File: src/rtl/ea_pkg.sv
package ea_pkg;
  localparam int NREG  = 8;
  localparam int RSEL_W = $clog2(NREG);

  typedef enum logic [1:0] {
    ST_MODRM = 2'd0,
    ST_SIB   = 2'd1,
    ST_DISP  = 2'd2,
    ST_DONE  = 2'd3
  } ea_state_e;

  typedef struct packed {
    logic [RSEL_W-1:0] base_sel;
    logic              base_en;
    logic [RSEL_W-1:0] idx_sel;
    logic              idx_en;
    logic [1:0]        scale;
    logic              bad_mode;
    logic              bad_scale;
  } ea_fields_t;
endpackage

File: src/rtl/ea_stream_seq.sv
module ea_stream_seq
  import ea_pkg::*;
#(
  parameter int AW    = 32,
  parameter int LEN_W = 3
) (
  input  logic             clk,
  input  logic             rst_n,
  input  logic             in_valid,
  input  logic [7:0]       in_byte,
  output logic             in_ready,
  output logic             done,
  output logic [1:0]       mod_q,
  output logic [2:0]       rm_q,
  output logic             wr_q,
  output logic [7:0]       sib_q,
  output logic             has_sib_q,
  output logic [AW-1:0]    disp_q,
  output logic [LEN_W-1:0] dlen_q,
  output logic [LEN_W-1:0] len_q,
  output logic             modrm_take
);
  localparam int DISP_N = AW / 8;

  ea_state_e        st_q, st_d;
  logic             take;
  logic [LEN_W-1:0] dl_now;
  logic [LEN_W-1:0] cnt_q;

  // displacement byte count implied by mod and the low field (rm or base)
  function automatic logic [LEN_W-1:0] disp_len_f(input logic [1:0] m,
                                                  input logic [2:0] low);
    case (m)
      2'd1:    return LEN_W'(1);
      2'd2:    return LEN_W'(DISP_N);
      2'd0:    return (low == 3'd5) ? LEN_W'(DISP_N) : '0;
      default: return '0;
    endcase
  endfunction

  assign in_ready   = (st_q != ST_DONE);
  assign done       = (st_q == ST_DONE);
  assign take       = in_valid && in_ready;
  assign modrm_take = take && (st_q == ST_MODRM);
  assign dl_now     = (st_q == ST_MODRM) ? disp_len_f(in_byte[7:6], in_byte[2:0])
                                         : disp_len_f(mod_q, in_byte[2:0]);

  always_comb begin
    st_d = st_q;
    case (st_q)
      ST_MODRM: if (take) begin
        if (in_byte[7:6] == 2'd3)       st_d = ST_DONE;
        else if (in_byte[2:0] == 3'd4)  st_d = ST_SIB;
        else if (dl_now != '0)          st_d = ST_DISP;
        else                            st_d = ST_DONE;
      end
      ST_SIB: if (take) st_d = (dl_now != '0) ? ST_DISP : ST_DONE;
      ST_DISP: if (take && ((cnt_q + LEN_W'(1)) == dlen_q)) st_d = ST_DONE;
      default: st_d = ST_MODRM;
    endcase
  end

  always_ff @(posedge clk or negedge rst_n) begin
    if (!rst_n) begin
      st_q      <= ST_MODRM;
      mod_q     <= '0;
      rm_q      <= '0;
      wr_q      <= 1'b0;
      sib_q     <= '0;
      has_sib_q <= 1'b0;
      disp_q    <= '0;
      dlen_q    <= '0;
      len_q     <= '0;
      cnt_q     <= '0;
    end else begin
      st_q <= st_d;
      if (take) begin
        case (st_q)
          ST_MODRM: begin
            mod_q     <= in_byte[7:6];
            wr_q      <= in_byte[4];
            rm_q      <= in_byte[2:0];
            has_sib_q <= 1'b0;
            sib_q     <= '0;
            disp_q    <= '0;
            cnt_q     <= '0;
            len_q     <= LEN_W'(1);
            dlen_q    <= (in_byte[2:0] == 3'd4) ? '0 : dl_now;
          end
          ST_SIB: begin
            sib_q     <= in_byte;
            has_sib_q <= 1'b1;
            dlen_q    <= dl_now;
            len_q     <= len_q + LEN_W'(1);
          end
          ST_DISP: begin
            // shift in from the top: first byte ends lowest after DISP_N bytes
            disp_q <= {in_byte, disp_q[AW-1:8]};
            cnt_q  <= cnt_q + LEN_W'(1);
            len_q  <= len_q + LEN_W'(1);
          end
          default: ;
        endcase
      end
    end
  end
endmodule

File: src/rtl/ea_field_decode.sv
module ea_field_decode
  import ea_pkg::*;
(
  input  logic [1:0] mod_i,
  input  logic [2:0] rm_i,
  input  logic [7:0] sib_i,
  input  logic       has_sib_i,
  output ea_fields_t fields
);
  logic [1:0] sc;
  logic [2:0] ix, bs;

  assign sc = sib_i[7:6];
  assign ix = sib_i[5:3];
  assign bs = sib_i[2:0];

  always_comb begin
    fields          = '0;
    fields.bad_mode = (mod_i == 2'd3);
    if (has_sib_i) begin
      fields.base_sel  = bs;
      fields.base_en   = !((mod_i == 2'd0) && (bs == 3'd5));
      fields.idx_sel   = ix;
      fields.idx_en    = (ix != 3'd4);
      fields.scale     = sc;
      fields.bad_scale = (ix == 3'd4) && (sc != 2'd0);
    end else begin
      fields.base_sel = rm_i;
      fields.base_en  = !((mod_i == 2'd0) && (rm_i == 3'd5)) && (mod_i != 2'd3);
    end
  end
endmodule

File: src/rtl/ea_addr_calc.sv
module ea_addr_calc
  import ea_pkg::*;
#(
  parameter int AW    = 32,
  parameter int LEN_W = 3
) (
  input  logic [NREG*AW-1:0] gpr_bus,
  input  ea_fields_t         fields,
  input  logic [AW-1:0]      disp_q,
  input  logic [LEN_W-1:0]   dlen_q,
  output logic [AW-1:0]      sum
);
  function automatic logic [AW-1:0] pick_reg(input logic [NREG*AW-1:0] bus,
                                             input logic [RSEL_W-1:0] sel);
    return bus[sel*AW +: AW];
  endfunction

  function automatic logic [AW-1:0] disp_ext(input logic [AW-1:0] d,
                                             input logic [LEN_W-1:0] n);
    if (n == LEN_W'(1)) return {{(AW-8){d[AW-1]}}, d[AW-1 -: 8]};
    return d;
  endfunction

  logic [AW-1:0] base_term, idx_term;

  assign base_term = fields.base_en ? pick_reg(gpr_bus, fields.base_sel) : '0;
  assign idx_term  = fields.idx_en ? (pick_reg(gpr_bus, fields.idx_sel) << fields.scale) : '0;
  assign sum       = base_term + idx_term + disp_ext(disp_q, dlen_q);
endmodule

File: src/rtl/ea_decoder.sv
module ea_decoder
  import ea_pkg::*;
#(
  parameter int AW = 32
) (
  input  logic               clk,
  input  logic               rst_n,
  input  logic               in_valid,
  input  logic [7:0]         in_byte,
  output logic               in_ready,
  input  logic [NREG*AW-1:0] gpr_bus,
  input  logic               flat_mode,
  input  logic               cs_override,
  output logic               ea_done,
  output logic [AW-1:0]      ea_offset,
  output logic [2:0]         ea_len,
  output logic               ea_invalid,
  output logic               ea_fault
);
  localparam int LEN_W = 3;

  logic             done;
  logic [1:0]       mod_q;
  logic [2:0]       rm_q;
  logic             wr_q;
  logic [7:0]       sib_q;
  logic             has_sib_q;
  logic [AW-1:0]    disp_q;
  logic [LEN_W-1:0] dlen_q, len_q;
  logic             modrm_take;
  ea_fields_t       fields;
  logic [AW-1:0]    sum;

  ea_stream_seq #(.AW(AW), .LEN_W(LEN_W)) u_seq (
    .clk(clk), .rst_n(rst_n), .in_valid(in_valid), .in_byte(in_byte),
    .in_ready(in_ready), .done(done), .mod_q(mod_q), .rm_q(rm_q), .wr_q(wr_q),
    .sib_q(sib_q), .has_sib_q(has_sib_q), .disp_q(disp_q), .dlen_q(dlen_q),
    .len_q(len_q), .modrm_take(modrm_take)
  );

  ea_field_decode u_dec (
    .mod_i(mod_q), .rm_i(rm_q), .sib_i(sib_q), .has_sib_i(has_sib_q), .fields(fields)
  );

  ea_addr_calc #(.AW(AW), .LEN_W(LEN_W)) u_calc (
    .gpr_bus(gpr_bus), .fields(fields), .disp_q(disp_q), .dlen_q(dlen_q), .sum(sum)
  );

  assign ea_done    = done;
  assign ea_len     = done ? len_q : '0;
  assign ea_offset  = (done && !fields.bad_mode) ? sum : '0;
  assign ea_invalid = done && (fields.bad_mode || fields.bad_scale);
  assign ea_fault   = done && flat_mode && wr_q && cs_override;
endmodule

File: config.mk
export PLATFORM = sky130hd
export DESIGN_NAME = ea_decoder
export DESIGN_NICKNAME = d
export VERILOG_FILES = /design/src/rtl/ea_pkg.sv /design/src/rtl/ea_stream_seq.sv /design/src/rtl/ea_field_decode.sv /design/src/rtl/ea_addr_calc.sv /design/src/rtl/ea_decoder.sv
export SDC_FILE = /design/constraint.sdc
export NUM_CORES = 1
export LEC_CHECK = 0
export CAP_MARGIN = 25
export CORE_UTILIZATION = 49
export CTS_BUF_LIST = sky130_fd_sc_hd__clkbuf_4
export DETAILED_ROUTE_END_ITERATION = 8
export HOLD_SLACK_MARGIN = 0.08
export PLACE_DENSITY = 0.84
export SYNTH_ARGS = -nofsm -noshare
export SYNTH_HDL_FRONTEND = slang
export SYNTH_SLANG_ARGS = --single-unit
export TNS_END_PERCENT = 50
File: constraint.sdc
create_clock -name clk -period 10 [get_ports clk]
set_input_delay 3 -clock clk [delete_from_list [all_inputs] [get_ports clk]]
set_output_delay 3 -clock clk [all_outputs]
set_load 0.03 [all_outputs]
==> flow_metrics.tcl <==
set metrics [dict create \
    status "complete, but fails checks" \
    hold_class "register to register" \
    clk_latency_ns 0.43 \
    required_ns 7.00 \
    htreeDepth 3 \
    fin_tns_setup_ns -2.480 \
    clock_skew_ns 0.02337 \
    wl_per_cell_um 26.56 \
    yosys.area_share.simple_pct 16.60 \
    start_kind "primary input" \
    yosysUniqueCellTypes 64 \
    grt_pass1_vias 11060 \
    cts_tree "yes" \
    yosys_warnings 0 \
    worstPathArrival_ns 7.28 \
    cp_max_fo 5 \
    ff2ff_path_depth 5 \
    synth-seq-cells 57 \
    path_clk_slew_ns 0.12 \
    ant_nets 0 \
    core_area_um2 18960 \
    synth.net_count 1408 \
    via_count 11830 \
    routed_via_density 6.986 \
    slew_violations 0 \
    setup_viol 13 \
    cts_buffers 9 \
    start_util_pct 50.81 \
    synth_compound_area_share_pct 21.64 \
    async_flop_share_pct 100.0 \
    first_iter_violations 1584 \
    yosys.area.top_type "mux4_2" \
    cts_root_buffer "clkbuf_4" \
    drcViolationCount 0 \
    area_delta_synth_final_pct 56.70 \
    cts_buffer_depth 2 \
    end_kind "primary output" \
    die_h_um 142.2 \
    synth_flop_cell "dfrtp_1" \
    finalHoldViolations 0 \
    rsz0062_at_grt "yes" \
    antenna_found_initial 6 \
    syn_area_um2 9632 \
    grt_pass1_wl_um 63440 \
    worstMarginPinSlew_ns 1.106 \
    wl_um 44990 \
    synth_area_leaders "mux4_2 (23%), dfrtp_1 (15%), fa_1 (6.7%), nand2_1 (6.1%), a21oi_1 (4.7%)" \
    multi_input_area_um2 8869 \
    drt-pass1-iter-count 5 \
    critPathKind "primary input to primary output" \
    gp_congestion 1.004 \
    synth_top_family_by_area "multiplexers" \
    layout_common_cells "clkdlybuf4s50_1 (163), nand2_1 (153), buf_4 (111), mux4_2 (100), dlygate4sd2_1 (77)" \
    maxCapViolCount 0 \
    ys_seq_area_share_pct 14.81 \
    cts.sinks 57 \
    ios 308 \
    muxShareOfSynthArea_pct 28.94 \
    dieArea_um2 20220 \
    pre_cts_slack_ns -0.5567 \
    grt_max_degree 58 \
    synth_fa_ha_area_share_pct 11.33 \
    grt_overflow_total 0 \
    grtUsageTotal_pct 41.47 \
    synth_xor_area_share_pct 1.910 \
    rows 50 \
    regArea_um2 1428 \
    syn_inst 1071 \
    period_minus_slack_ns 10.28 \
    layout-drive-gt1-share_pct 31.84 \
    max_slew_margin_pct 26.02 \
    synth.avg_cell_area_um2 8.993 \
    fmax_mhz 97.32 \
    whs_path_depth 1 \
    final_common_cell "clkdlybuf4s50_1" \
    fin_ws_ns -0.2751 \
    synth_top_area_share_pct 23.38 \
    dp_hpwl_um 31920 \
    fillerInstances 1177 \
    die_x_um 142.2 \
    io_buffers 307 \
    violations "setup timing" \
    holdBufCountCts 0 \
    synth-edff-count 0 \
    layout.nets 1761 \
    fin_crit_sh_pct 102.8 \
]
==> cell usage after synthesis (all sizes together) (2+ instances only) <==
cell type / number
nand2: 158
mux4: 100
a21oi: 90
nor2: 63
dfrtp: 57
clkbuf: 53
o22ai: 52
a22o: 43
mux2i: 43
nor3: 40
a211oi: 36
ha: 36
nor2b: 36
fa: 32
buf: 31
inv: 31
a21o: 27
o21ai: 26
xnor2: 14
mux2: 9
nand2b: 7
xor2: 7
and2: 6
and3: 6
o221ai: 6
nand3: 5
nor3b: 5
o21a: 5
nand4: 4
or3: 4
a21boi: 3
nand3b: 3
o31ai: 3
or2: 3
a221oi: 2
a31oi: 2
o211ai: 2
o21bai: 2
==> path summary, 6_finish.rpt <==
check | startpoint | endpoint | slack, ns
worst max-delay path | gpr_bus[0] | ea_offset[29] | -0.28
worst min-delay path | u_seq.cnt_q[2]$_DFFE_PN0P_ | u_seq.cnt_q[2]$_DFFE_PN0P_ | 0.52
worst max register to register | u_seq.st_q[0]$_DFFE_PN0P_ | u_seq.disp_q[29]$_DFFE_PN0P_ | 7.40
worst min register to register | u_seq.cnt_q[2]$_DFFE_PN0P_ | u_seq.cnt_q[2]$_DFFE_PN0P_ | 0.52
max in group asynchronous | rst_n | u_seq.sib_q[5]$_DFFE_PN0P_ | 6.77
min in group asynchronous | rst_n | u_seq.rm_q[2]$_DFFE_PN0P_ | 2.71
==> cell type report <==
class | count | share of cell area (%)
clock inverter | 7 | 0.4725
tap | 260 | 2.155
inverter | 31 | 0.7710
clock buffer | 9 | 0.4477
timing repair buffer | 426 | 27.85
antenna | 5 | 0.08290
multi-input combinational | 899 | 58.76
sequential | 57 | 9.459
==> metrics by stage <==
step	utilization, %	hold slack (ns)	area, µm²	std cells
2_1_floorplan	-	0.4562	9632	1071
3_3_place_gp	72.61	0.4842	13760	1656
3_5_place_dp	72.75	0.4964	13790	1657
4_1_cts	76.99	0.5261	14590	1680
5_1_grt	79.60	0.5304	15090	1692
6_report	79.62	0.5234	15090	1694
==> per-layer routing <==
layer | track usage, % | wire (µm) | vias up
met1 | 54.23 | 15460 | 5656
met2 | 66.77 | 20860 | 1136
met3 | 9.960 | 6100 | 237
met5 | 0 | 0 | -
met4 | 15.39 | 2575 | 0
li1 | - | - | 4805
==> cell families after synthesis <==
family	count (synthesis)
adders and majority gates	68
muxes	152
and+or+nand+nor	347
buffers and inverters	115
DFF	57
xor gates and xnor gates	21
AOI/OAI and AO/OA	311
==> worst max-delay path, cell delays in order <==
cell and delay (ns):
clkdlybuf4s15_1 0.20, mux4_2 0.52, a21oi_4 0.26, buf_6 0.15, a21oi_2 0.04, buf_4 0.20, nand2_4 0.05, fa_2 0.22
inv_2 0.05, ha_4 0.16, fa_2 0.42, a211oi_2 0.31, nor2_2 0.11, o21ai_2 0.23, o41ai_2 0.10, a311o_2 0.47
a211oi_4 0.28, a21oi_2 0.10, mux2i_2 0.24, buf_12 0.15
==> registers in the layout, summed over array words and instances (netlist names) <==
name             count
u_seq.sib_q          8
u_seq.rm_q           3
u_seq.wr_q           1
u_seq.st_q           2
u_seq.disp_q        32
u_seq.dlen_q         2
u_seq.mod_q          2
u_seq.cnt_q          3
u_seq.has_sib_q      1
u_seq.len_q          3
==> what timing repair did <==
| action | 4_1_cts | 5_1_grt |
|---|---|---|
| setup endpoints to repair | 20 | 18 |
| resized for setup | 256 | 117 |
| pin swaps | 71 | 44 |
| buffers inserted | 11 | 8 |
Power is not shown: default switching activity piles up to over one toggle a cycle in this logic, so the estimate is an artifact.
